[config.mk]
export PLATFORM = sky130hd
export DESIGN_NAME = fetch_next_sel
export DESIGN_NICKNAME = d
export VERILOG_FILES = /design/src/rtl/fns_pkg.sv /design/src/rtl/fns_slot_decode.sv /design/src/rtl/fns_ras.sv /design/src/rtl/fetch_next_sel.sv
export SDC_FILE = /design/constraint.sdc
export NUM_CORES = 1
export LEC_CHECK = 0
export ABC_AREA = 0
export BUFFER_PORTS_ARGS = -buffer_cell sky130_fd_sc_hd__buf_2
export CAP_MARGIN = 15
export CORE_MARGIN = 4
export CORE_UTILIZATION = 45
export CTS_BUF_LIST = sky130_fd_sc_hd__clkbuf_8
export CTS_CLUSTER_SIZE = 10
export DETAILED_ROUTE_END_ITERATION = 16
export GPL_TIMING_DRIVEN = 0
export PLACE_DENSITY = 0.69
export SYNTH_ARGS = -nofsm -noshare
export SYNTH_HDL_FRONTEND = slang
export SYNTH_SLANG_ARGS = --single-unit
[constraint.sdc]
create_clock -name clk -period 11.25 [get_ports clk]
set_input_delay 2.25 -clock clk [delete_from_list [all_inputs] [get_ports clk]]
set_output_delay 2.25 -clock clk [all_outputs]
set_load 0.03 [all_outputs]
[src/rtl/fns_pkg.sv]
package fns_pkg;
    parameter int unsigned ADDR_W     = 32;
    parameter int unsigned INSN_BYTES = 4;
    localparam int unsigned GROUP_W   = 2;

    typedef logic [ADDR_W-1:0] addr_t;

    typedef enum logic [2:0] {
        BK_COND = 3'd0,
        BK_JUMP = 3'd1,
        BK_CALL = 3'd2,
        BK_RET  = 3'd3,
        BK_IND  = 3'd4
    } br_kind_e;

    typedef struct packed {
        logic taken;
        logic is_call;
        logic is_ret;
        logic is_ind;
    } slot_dec_t;

    function automatic addr_t slot_after(addr_t base, int unsigned slot);
        return base + addr_t'((slot + 1) * INSN_BYTES);
    endfunction
endpackage

[src/rtl/fns_slot_decode.sv]
module fns_slot_decode
    import fns_pkg::*;
(
    input  logic       hit,
    input  logic       dir,
    input  logic [2:0] kind,
    output slot_dec_t  dec
);
    br_kind_e k;
    always_comb begin
        k           = br_kind_e'(kind);
        dec         = '0;
        dec.is_call = hit && (k == BK_CALL);
        dec.is_ret  = hit && (k == BK_RET);
        dec.is_ind  = hit && (k == BK_IND);
        case (k)
            BK_COND:                        dec.taken = hit && dir;
            BK_JUMP, BK_CALL, BK_RET, BK_IND: dec.taken = hit;
            default:                        dec.taken = 1'b0;
        endcase
    end
endmodule

[src/rtl/fns_ras.sv]
module fns_ras
    import fns_pkg::*;
#(
    parameter int unsigned DEPTH = 8
) (
    input  logic  clk,
    input  logic  rst,
    input  logic  push,
    input  logic  pop,
    input  addr_t push_addr,
    output logic  top_valid,
    output addr_t top_addr
);
    localparam int unsigned PTR_W = (DEPTH > 1) ? $clog2(DEPTH) : 1;
    localparam int unsigned CNT_W = $clog2(DEPTH + 1);
    localparam logic [PTR_W-1:0] PTR_ONE = PTR_W'(1);
    localparam logic [PTR_W-1:0] PTR_LAST = PTR_W'(DEPTH - 1);
    localparam logic [CNT_W-1:0] CNT_FULL = CNT_W'(DEPTH);
    localparam logic [CNT_W-1:0] CNT_ONE = CNT_W'(1);

    addr_t            mem [DEPTH];
    logic [PTR_W-1:0] wr_ptr;
    logic [PTR_W-1:0] rd_ptr;
    logic [CNT_W-1:0] cnt;

    always_comb begin
        rd_ptr    = (wr_ptr == '0) ? PTR_LAST : (wr_ptr - PTR_ONE);
        top_valid = (cnt != '0);
        top_addr  = mem[rd_ptr];
    end

    always_ff @(posedge clk) begin
        if (rst) begin
            wr_ptr <= '0;
            cnt    <= '0;
        end else if (push) begin
            wr_ptr <= (wr_ptr == PTR_LAST) ? '0 : (wr_ptr + PTR_ONE);
            if (cnt != CNT_FULL) cnt <= cnt + CNT_ONE;
        end else if (pop && cnt != '0) begin
            wr_ptr <= rd_ptr;
            cnt    <= cnt - CNT_ONE;
        end
    end

    always_ff @(posedge clk) begin
        if (push) mem[wr_ptr] <= push_addr;
    end
endmodule

[src/rtl/fetch_next_sel.sv]
module fetch_next_sel
    import fns_pkg::*;
#(
    parameter int unsigned RAS_DEPTH = 8
) (
    input  logic              clk,
    input  logic              rst,
    input  logic              fetch_valid,
    input  logic [ADDR_W-1:0] pc,
    input  logic [1:0]        slot_hit,
    input  logic [1:0]        slot_dir,
    input  logic [2:0]        kind0,
    input  logic [2:0]        kind1,
    input  logic [ADDR_W-1:0] btb_tgt0,
    input  logic [ADDR_W-1:0] btb_tgt1,
    input  logic [ADDR_W-1:0] ind_tgt0,
    input  logic [ADDR_W-1:0] ind_tgt1,
    input  logic              redir_valid,
    input  logic [ADDR_W-1:0] redir_pc,
    output logic [ADDR_W-1:0] next_pc,
    output logic [1:0]        slot_valid
);
    logic [2:0] kinds   [GROUP_W];
    addr_t      btb     [GROUP_W];
    addr_t      ind     [GROUP_W];
    slot_dec_t  dec     [GROUP_W];
    addr_t      tgt     [GROUP_W];
    addr_t      fall    [GROUP_W];

    logic  ras_valid;
    addr_t ras_top;
    logic  do_push, do_pop;
    addr_t push_addr;

    assign kinds[0] = kind0;
    assign kinds[1] = kind1;
    assign btb[0]   = btb_tgt0;
    assign btb[1]   = btb_tgt1;
    assign ind[0]   = ind_tgt0;
    assign ind[1]   = ind_tgt1;

    for (genvar s = 0; s < GROUP_W; s++) begin : g_slot
        fns_slot_decode u_dec (
            .hit  (slot_hit[s]),
            .dir  (slot_dir[s]),
            .kind (kinds[s]),
            .dec  (dec[s])
        );
        always_comb begin
            fall[s] = slot_after(pc, s);
            if (dec[s].is_ind)
                tgt[s] = ind[s];
            else if (dec[s].is_ret && ras_valid)
                tgt[s] = ras_top;
            else
                tgt[s] = btb[s];
        end
    end

    always_comb begin
        next_pc    = pc;
        slot_valid = 2'b00;
        do_push    = 1'b0;
        do_pop     = 1'b0;
        push_addr  = fall[0];
        if (redir_valid) begin
            next_pc = redir_pc;
        end else if (fetch_valid) begin
            if (dec[0].taken) begin
                next_pc    = tgt[0];
                slot_valid = 2'b01;
                do_push    = dec[0].is_call;
                do_pop     = dec[0].is_ret;
                push_addr  = fall[0];
            end else if (dec[1].taken) begin
                next_pc    = tgt[1];
                slot_valid = 2'b11;
                do_push    = dec[1].is_call;
                do_pop     = dec[1].is_ret;
                push_addr  = fall[1];
            end else begin
                next_pc    = fall[1];
                slot_valid = 2'b11;
            end
        end
    end

    fns_ras #(.DEPTH(RAS_DEPTH)) u_ras (
        .clk       (clk),
        .rst       (rst),
        .push      (do_push),
        .pop       (do_pop),
        .push_addr (push_addr),
        .top_valid (ras_valid),
        .top_addr  (ras_top)
    );
endmodule

==> run metrics, run 1 <==
Slew Viols, Final=0; initial antenna violation count=10; area delta synth->final=20.05%; hold slack=~0.55 ns; vias in the first global route=between 10000 and 15000; number of nets in the layout=1447; DR WL/cell=29.94 microns; Switch Pwr=between 0.5 and 0.6 mW; sw frac=26.10%; Max Fclk=125.3 MHz; Initial Util=a little under half; commonest cells after routing, fill and taps aside=256 x edfxtp_1, 230 x buf_2, 64 x mux4_2; final WL=just under 50000 microns; setup TNS=0 ns; number of DRC markers in iteration 0=~1700; Final GP Congestion=0.9401; Max Fanout on Critical Path=10; Via density=6.499; Crit Path Class=in2out; relative slew slack=between 20% and 30%; CTS sink cnt=about 260; part of the cycle the worst path needs=a little under three quarters; H-tree depth=2; final core occ=55.35%; Design Area, Final=16020 sq um; peak supply drop=around 60 uV; Worst-Skew Late Latency=roughly 0.56 ns; Setup WS post-layout=about 3.3 ns; Design Power=about 2.1 mW; first-pass GRT wire length=approximately 70000 microns; dominant synthesized flop cell=edfxtp_1; largest net degree at the start of global routing=19; Syn Area/Cell=around 14 sq um; Final Hold Viols=0; Core Rows=a little over 60; Worst Setup End Kind=output port; reg2reg path depth=8; part of the power in registers=between 50% and 60%; fraction of registers with async set/reset=0%; Setup Skew=roughly 0.02 ns; Post-DP Area=roughly 15000 sq um; Clock power frac=a little over a third; FF+latch count, synth=~260; outcome=finished clean; Die H=180.2 microns; post-route ant nets=0; setup repair bufs after CTS=0; worst slew pin tran=approximately 1.2 ns; TritonCTS clock tree=built; r2r endpoint=u_ras.wr_ptr[2]; Pre-Repair DR Iteration Count=6; hold crit path type=reg2reg; Worst EP arrival=roughly 5.7 ns; gr usage total=a little under 30%; PD cells=between 100 and 150 nW/um^2; worst flop-to-flop path startpoint=u_ras.wr_ptr[0]; Non-Filler Instances=between 1500 and 2000; I/O pins=240; Unique masters post-synth=80; Hold Crit Endpoint=u_ras.cnt[2]; PortBufs=between 200 and 250; layout cell share with drive strength beyond 1=between 30 and 40%; hold_sp=u_ras.cnt[2]; Worst R2R Setup Slack=around 8.3 ns; Synthesized Nets=roughly 1200; commonest non-fill, non-tap cell in the layout=edfxtp_1; dpl hpwl=36010 microns; post-placement cell count=between 1500 and 2000; Critical Path RT=around 9.0 ns; Comb pwr share=about an eighth; Die W=~180 microns; YS warnings=0; Yosys top cell area share=between 50 and 60%; leak pwr=5.504 nW; Pint=1.543 mW; ranking of synthesized cells by area=edfxtp_1 58%, mux4_2 11%, mux2i_1 2.5%; register area share after synthesis=58.68%; root buf cell=clkbuf_8; die area=32460 sq um; total gr overflow=0; Reg clk slew, reported paths=0.06 ns; Max-cap violations=0; fin crit period=7.980 ns; final setup violation count=0; Hold Path Stages=2; CP Launch Type=primary input; area leader, netlist=edfxtp_1; synthesized area=about 13000 sq um; # DRC=0; Post-Place Setup Slack=approximately 3.4 ns; DR vias=between 10000 and 15000; Hold-fix buffers, CTS=0; Post-CTS Resized=0; Synth Instances=944; Num CTS Buffers=43; floorplan core area=slightly below 30000 sq um; Max clock buf depth=3; RSZ-0062 raised after global routing=no; EDFF count, synth=around 260
## how the worst max path moves through the flow
stage,start,to,cells past startpoint
2_1_floorplan,kind0[2],u_ras.mem[0][0],6
3_3_place_gp,kind0[2],u_ras.mem[0][12],7
3_5_place_dp,kind1[2],next_pc[16],9
4_1_cts,kind1[0],next_pc[16],9
5_1_grt,kind1[2],next_pc[16],9
6_report,kind1[2],next_pc[16],9
## final cells by class
type / count / area, sq um
inverters: 11 / 41.29
clock inverters: 31 / 168.9
plain buffers: 73 / 360.3
well taps: 384 / 480.5
fillers: 2400 / 12920
diodes: 1 / 2.502
repair buffers: 243 / 1383
multi-input cells: 597 / 5160
clock buffers: 43 / 591.8
flip-flops and latches: 263 / 7828
## power by group through the flow
stage | logic, mW | registers (mW) | clock network (mW)
after floorplan | 0.133 | 1.10 | 0
after CTS | 0.250 | 1.08 | 0.760
after detailed placement | 0.249 | 1.10 | 0
after global placement | 0.245 | 1.10 | 0
final | 0.257 | 1.08 | 0.751
after global routing | 0.267 | 1.08 | 0.807
## cell usage after synthesis, types with 4 or more instances
| cell type | n |
|---|---|
| o22a_1 | 8 |
| nor3_2 | 6 |
| dfxtp_1 | 7 |
| inv_1 | 11 |
| clkbuf_2 | 5 |
| a221o_1 | 4 |
| buf_6 | 5 |
| xor2_1 | 28 |
| nand2_1 | 63 |
| nand4_1 | 12 |
| a221oi_1 | 26 |
| o22ai_1 | 30 |
| edfxtp_1 | 256 |
| o21ai_0 | 34 |
| mux4_2 | 64 |
| buf_4 | 8 |
| nand2b_1 | 6 |
| ha_1 | 8 |
| mux2i_1 | 33 |
| a22oi_1 | 10 |
| a21oi_1 | 44 |
| nor2_1 | 49 |
| a222oi_1 | 8 |
| nor3_1 | 18 |
| or3_1 | 4 |
| buf_2 | 10 |
| a31oi_1 | 7 |
| o211ai_1 | 6 |
| a211oi_1 | 5 |
| xnor2_1 | 26 |
| o221ai_1 | 6 |
| nor4_1 | 7 |
| o31ai_1 | 5 |
| clkbuf_1 | 43 |
| nand3_1 | 14 |
## worst max-delay path: stages
cell and delay, ns:
buf_2 0.13, nor4bb_1 0.55, clkbuf_1 0.73, clkbuf_1 0.93, nand2_1 0.25, o21ai_0 0.20, nand3_1 0.12, o2111ai_1 0.27
buf_2 0.28
## registers in the layout, indices dropped and copies added (netlist names)
register      count
u_ras.cnt         4
u_ras.mem       256
u_ras.wr_ptr      3
## cell families after synthesis
family	count (synthesis)	synth area share (%)
buffers and inverters	84	3.011
AND/OR/NAND/NOR	213	8.610
XOR/XNOR	54	3.545
AO/OA/AOI/OAI	224	11.98
multiplexers	97	13.28
flip-flops	263	58.68
adder cells (fa/ha/maj)	9	0.9004
## routing by layer
metal	share of wire (%)	vias to the layer above	global-route usage [%]
met5	0.22	-	0
met4	4.6	18	11.86
met3	13	161	9.629
met2	46	869	45.09
met1	36	5229	37.77
li1	-	4420	-
Power figures use the tool's default switching activity.
==> inputs of run 2 (changes only) <==
==> constraint.sdc (replaced) <==
create_clock -name clk -period 7.75 [get_ports clk]
set_input_delay 1.55 -clock clk [delete_from_list [all_inputs] [get_ports clk]]
set_output_delay 1.55 -clock clk [all_outputs]
set_load 0.03 [all_outputs]
==> run metrics, run 2 (synthesis results as in run 1) <==
DR WL/cell=about 30 microns; layout cell share with drive strength beyond 1=33.31%; hold slack=roughly 0.55 ns; part of the cycle the worst path needs=85.19%; Num CTS Buffers=43; area delta synth->final=20.05%; Worst R2R Setup Slack=4.73 ns; outcome=finished clean; TritonCTS clock tree=built; Final Hold Viols=0; dpl hpwl=roughly 36000 microns; number of nets in the layout=about 1400; final setup violation count=0; Final GP Congestion=between 0.9 and 1; Post-DP Area=approximately 15000 sq um; worst slew pin tran=~1.2 ns; floorplan core area=about 29000 sq um; commonest cells after routing, fill and taps aside=256 x edfxtp_1, 230 x buf_2, 64 x mux4_2; Worst EP arrival=5.05 ns; Max-cap violations=0; PortBufs=220; Worst Setup End Kind=output port; CP bufs+invs=4; Core Rows=62; Crit Path Class=in2out; M3 GR Usage=9.467%; Critical Path RT=between 6 and 7 ns; Design Area, Final=16020 sq um; Design Power=between 3 and 4 mW; post-route ant nets=0; # DRC=0; CP Launch Type=primary input; Slew Viols, Final=0; Crit path max-delay family=buffers and inverters; post-placement cell count=about 1600; Post-CTS Resized=0; H-tree depth=2; Non-Filler Instances=1646; largest net degree at the start of global routing=19; Setup Skew=between 0.015 and 0.02 ns; vias in the first global route=10380; Reg clk slew, reported paths=around 0.07 ns; Initial Util=46.10%; relative slew slack=23.04%; Max Fclk=between 150 and 200 MHz; Die W=between 150 and 200 microns; peak supply drop=about 85 uV; GRT met1 Usage=about two fifths; worst-path cell chain=buf_2 -> nor4bb_1 -> clkbuf_1 -> clkbuf_1 -> nand2_1 -> o21ai_0 -> nand3_1 -> o2111ai_1 -> buf_2; die area=roughly 32000 sq um; DR vias=10700; setup repair bufs after CTS=0; Regs by FF count=u_ras.mem (256), u_ras.cnt (4), u_ras.wr_ptr (3); root buf cell=clkbuf_8; max incr delay on CP=approximately 0.92 ns; busiest layer in global routing=met2; first-pass GRT wire length=around 69000 microns; hold crit path type=reg2reg; crit path max-delay cell type=clkbuf_1; initial antenna violation count=10; fin crit period=6.602 ns; PD cells=about 190 nW/um^2; number of DRC markers in iteration 0=approximately 1600; Max Fanout on Critical Path=10; leak pwr=between 5 and 6 nW; max reg flops=approximately 260; Pre-Repair DR Iteration Count=7; I/O pins=240; Fillers=between 2000 and 2500; total gr overflow=0; Worst-Skew Late Latency=0.56 ns; Via density=6.502; CTS sink cnt=263; final WL=49320 microns; Die H=180.2 microns; Max clock buf depth=3; largest register by flop count=u_ras.mem; commonest non-fill, non-tap cell in the layout=edfxtp_1; Hold-fix buffers, CTS=0; routing usage on met2=between 40 and 50%; RSZ-0062 raised after global routing=no; gr usage total=roughly 29%
==> run 2: worst register-to-register path, cell delays in order (launching register included) <==
cell	delay, ns
dfxtp_1	0.54
inv_1	0.12
ha_1	0.22
ha_1	0.27
inv_1	0.07
clkbuf_1	0.58
clkbuf_1	0.66
o311ai_0	0.28
a21oi_1	0.19
==> run 2: layer usage <==
layer	vias to the layer above	share of wire, %	wire [microns]
met4	18	4.6	2283
met3	168	13	6543
met5	-	0.22	110
met1	5205	36	17910
met2	883	46	22480
li1	4428	-	-
==> run 2: path summary, 6_finish.rpt <==
check / depth (start not counted) / from / endpoint
max: 9 / kind1[2] / next_pc[16]
min: 2 / u_ras.cnt[2] / u_ras.cnt[2]
min reg2reg: 2 / u_ras.cnt[2] / u_ras.cnt[2]
max reg2reg: 8 / u_ras.wr_ptr[0] / u_ras.wr_ptr[2]
==> run 2: final cells by class <==
cell class                 instances  area, sq um  share of cell area [%]
clock inverter                    31        168.9                   1.055
clock buffer                      43        591.8                   3.695
buffer                            73        360.3                   2.250
timing repair buffer             243         1383                   8.633
inverter                          11        41.29                  0.2578
sequential                       263         7828                   48.87
tap                              384        480.5                   3.000
antenna                            1        2.502                 0.01562
multi-input combinational        597         5160                   32.22
==> run 2: stage by stage <==
step	TNS [ns]	utilization, %	setup WS, ns
after detailed placement	0	52.67	1.335
final	0	55.35	1.148
after floorplan	0	-	1.254
after CTS	0	55.30	1.276
after global placement	-210.24	51.57	-2.657
after global routing	0	55.35	1.127
==> run 2: report_power, final <==
group | switching, mW | internal, mW
Sequential | 0.00155 | 1.57
Clock | 0.544 | 0.553
Combinational | 0.252 | 0.121
==> inputs of run 3 (changes only) <==
--- a/config.mk
+++ b/config.mk
@@ -5,7 +5,7 @@
 export SDC_FILE = /design/constraint.sdc
 export NUM_CORES = 1
 export LEC_CHECK = 0
-export ABC_AREA = 0
+export ABC_AREA = 1
 export BUFFER_PORTS_ARGS = -buffer_cell sky130_fd_sc_hd__buf_2
 export CAP_MARGIN = 15
 export CORE_MARGIN = 4
@@ -14,7 +14,7 @@
 export CTS_CLUSTER_SIZE = 10
 export DETAILED_ROUTE_END_ITERATION = 16
 export GPL_TIMING_DRIVEN = 0
-export PLACE_DENSITY = 0.69
+export PLACE_DENSITY = 0.68
 export SYNTH_ARGS = -nofsm -noshare
 export SYNTH_HDL_FRONTEND = slang
 export SYNTH_SLANG_ARGS = --single-unit
==> run metrics, run 3 <==
Num CTS Buffers=39; final core occ=between 50% and 60%; Max clock buf depth=3; crit path max-delay cell type=nor2_1; commonest cells after routing, fill and taps aside=705 x nand2_1, 275 x buf_2, 260 x inv_1; worst flop-to-flop path startpoint=u_ras.wr_ptr[1]; Most common cell on crit path=nand2_1; outcome=finished clean; first-pass GRT wire length=between 90000 and 100000 microns; setup repair bufs after CTS=0; CTS sink cnt=approximately 260; hold_sp=u_ras.cnt[0]; PD cells=roughly 180 nW/um^2; Worst Setup End Kind=output port; Unique masters post-synth=39; Setup Skew=slightly below 0.04 ns; Post-CTS Resized=0; area delta synth->final=17.87%; GRT met1 Usage=between 40 and 50%; max reg flops=between 200 and 300; Reg clk slew, reported paths=approximately 0.06 ns; reg2reg path depth=10; part of the cycle the worst path needs=between 70% and 80%; commonest non-fill, non-tap cell in the layout=nand2_1; TritonCTS clock tree=built; busiest layer in global routing=met2; Hold Path Stages=1; Design Power=roughly 3.2 mW; die area=37210 sq um; Non-Filler Instances=2780; FF+latch count, synth=between 200 and 300; final WL=63760 microns; Crit Path Class=in2out; Syn Area/Cell=around 7.7 sq um; H-tree depth=2; DR vias=approximately 15000; Yosys top cell area share=between 40% and 50%; post-route ant nets=0; number of DRC markers in iteration 0=~1500; Max Fanout on Critical Path=8; max incr delay on CP=0.57 ns; worst slew pin tran=approximately 1.1 ns; Via density=around 5.4; Core Rows=67; Regs by FF count=u_ras.mem (256), u_ras.cnt (4), u_ras.wr_ptr (3); Die W=192.9 microns; floorplan core area=33620 sq um; count leader, synth=nand2_1; largest net degree at the start of global routing=19; Critical Path RT=~6.2 ns; fin crit period=roughly 5.5 ns; register area=~7800 sq um; dpl hpwl=~50000 microns; Synthesized Nets=2221; register area share after synthesis=between 50% and 60%; most instantiated cells after synthesis=705 x nand2_1, 256 x edfxtp_1, 248 x inv_1, 210 x nor2_1, 190 x nand3_1; # DRC=0; fraction of registers with async set/reset=0%; r2r endpoint=u_ras.wr_ptr[0]; peak supply drop=between 90 and 100 uV; Worst-Skew Late Latency=about 0.55 ns; Worst R2R Setup Slack=about 5.2 ns; post-placement cell count=between 2000 and 3000; Max-cap violations=0; Multi-input gate area=6183 sq um; Final GP Congestion=about 1; vias in the first global route=approximately 14000; Slew Viols, Final=0; dominant synthesized flop cell=edfxtp_1; synthesized area=about 15000 sq um; YS warnings=0; final setup violation count=0; gr usage total=between 30% and 40%; Hold Crit Endpoint=u_ras.cnt[0]; relative slew slack=22.89%; layout cell share with drive strength beyond 1=16.77%; root buf cell=clkbuf_8; Pre-Repair DR Iteration Count=5; hold crit path type=reg2reg; Initial Util=a little under half; Die H=192.9 microns; Max Fclk=between 150 and 200 MHz; EDFF count, synth=roughly 260; M3 GR Usage=under 10%; Fillers=around 3200; Worst EP arrival=~4 ns; hold slack=roughly 0.53 ns; RSZ-0062 raised after global routing=no; I/O pins=240; Hold-fix buffers, CTS=0; leak pwr=a little over 8 nW; Synth Instances=2006; PortBufs=between 200 and 250; total gr overflow=0; worst-path cell chain=buf_2 -> ha_1 -> inv_1 -> nor2_1 -> nand2_1 -> nor2_1 -> nand2_1 -> nand2_1 -> nand3_1 -> nand2_1 -> nand2_1 -> nand3_1 -> nand2_1 -> nand2_1 -> buf_2; CP Launch Type=primary input; largest register by flop count=u_ras.mem; routing usage on met2=a little under three fifths; ranking of synthesized cells by area=edfxtp_1 50%, nand2_1 17%, nand3_1 6.2%; DR WL/cell=between 20 and 25 microns; Final Hold Viols=0; initial antenna violation count=1; area leader, netlist=edfxtp_1; number of nets in the layout=about 2500
run 3: worst max path at each step:
| stage | slack (ns) | cells after the start | to | startpoint |
|---|---|---|---|---|
| final | 2.20 | 15 | next_pc[23] | pc[3] |
| after CTS | 2.23 | 15 | next_pc[23] | pc[3] |
| after detailed placement | 2.24 | 15 | next_pc[23] | pc[3] |
| after floorplan | 2.61 | 6 | u_ras.mem[0][0] | redir_valid |
| after global routing | 1.98 | 16 | next_pc[31] | u_ras.wr_ptr[1] |
| after global placement | -0.11 | 10 | u_ras.mem[0][8] | kind0[2] |
run 3: final cells by class:
type / instances / share of cell area [%]
antenna: 1 / 0.01380
buffer: 94 / 2.532
clock buffer: 41 / 3.111
clock inverter: 22 / 0.5243
inverter: 256 / 5.298
multi-input combinational: 1393 / 34.09
sequential: 263 / 43.16
tap: 448 / 3.091
timing repair buffer: 262 / 8.175
run 3: where the power goes:
group          internal, mW  total (mW)  leakage (nW)  switching [mW]
clock network         0.486        1.00         0.380           0.515
logic                 0.163       0.597          5.56           0.435
registers              1.58        1.58          2.36         0.00372
run 3: critical path: cells and delay by family:
family / cells / cell delay (ns)
adder cells (fa/ha/maj): 1 / 0.31
buffers and inverters: 3 / 0.52
AND/OR/NAND/NOR: 11 / 1.58
run 3: per-stage QoR:
step                      cell area (sq um)  worst slack, ns  TNS (ns)
after CTS                             18130            2.231         0
after global routing                  18140            1.984         0
after detailed placement              17470            2.244         0
after global placement                17140          -0.1150    -3.519
final                                 18140            2.202         0
after floorplan                       15390            2.611         0
run 3: logic make-up (layout without fill, tap and decap cells):
group / count (synthesis) / count (layout) / share of synthesized area, %
buffers and inverters: 350 / 675 / 9.230
AOI/OAI and AO/OA: 217 / 217 / 7.457
other: 0 / 1 / 0
xor gates and xnor gates: 26 / 26 / 1.480
and+or+nand+nor: 1141 / 1141 / 30.18
adders and majority gates: 9 / 9 / 0.7807
DFF: 263 / 263 / 50.87
run 3: layer usage:
layer  vias to the layer above  share of wire (%)
met1                      6975                 40
met4                         0                3.8
met5                         -                  0
met2                       859                 48
met3                       130                8.9
li1                       7052                  -
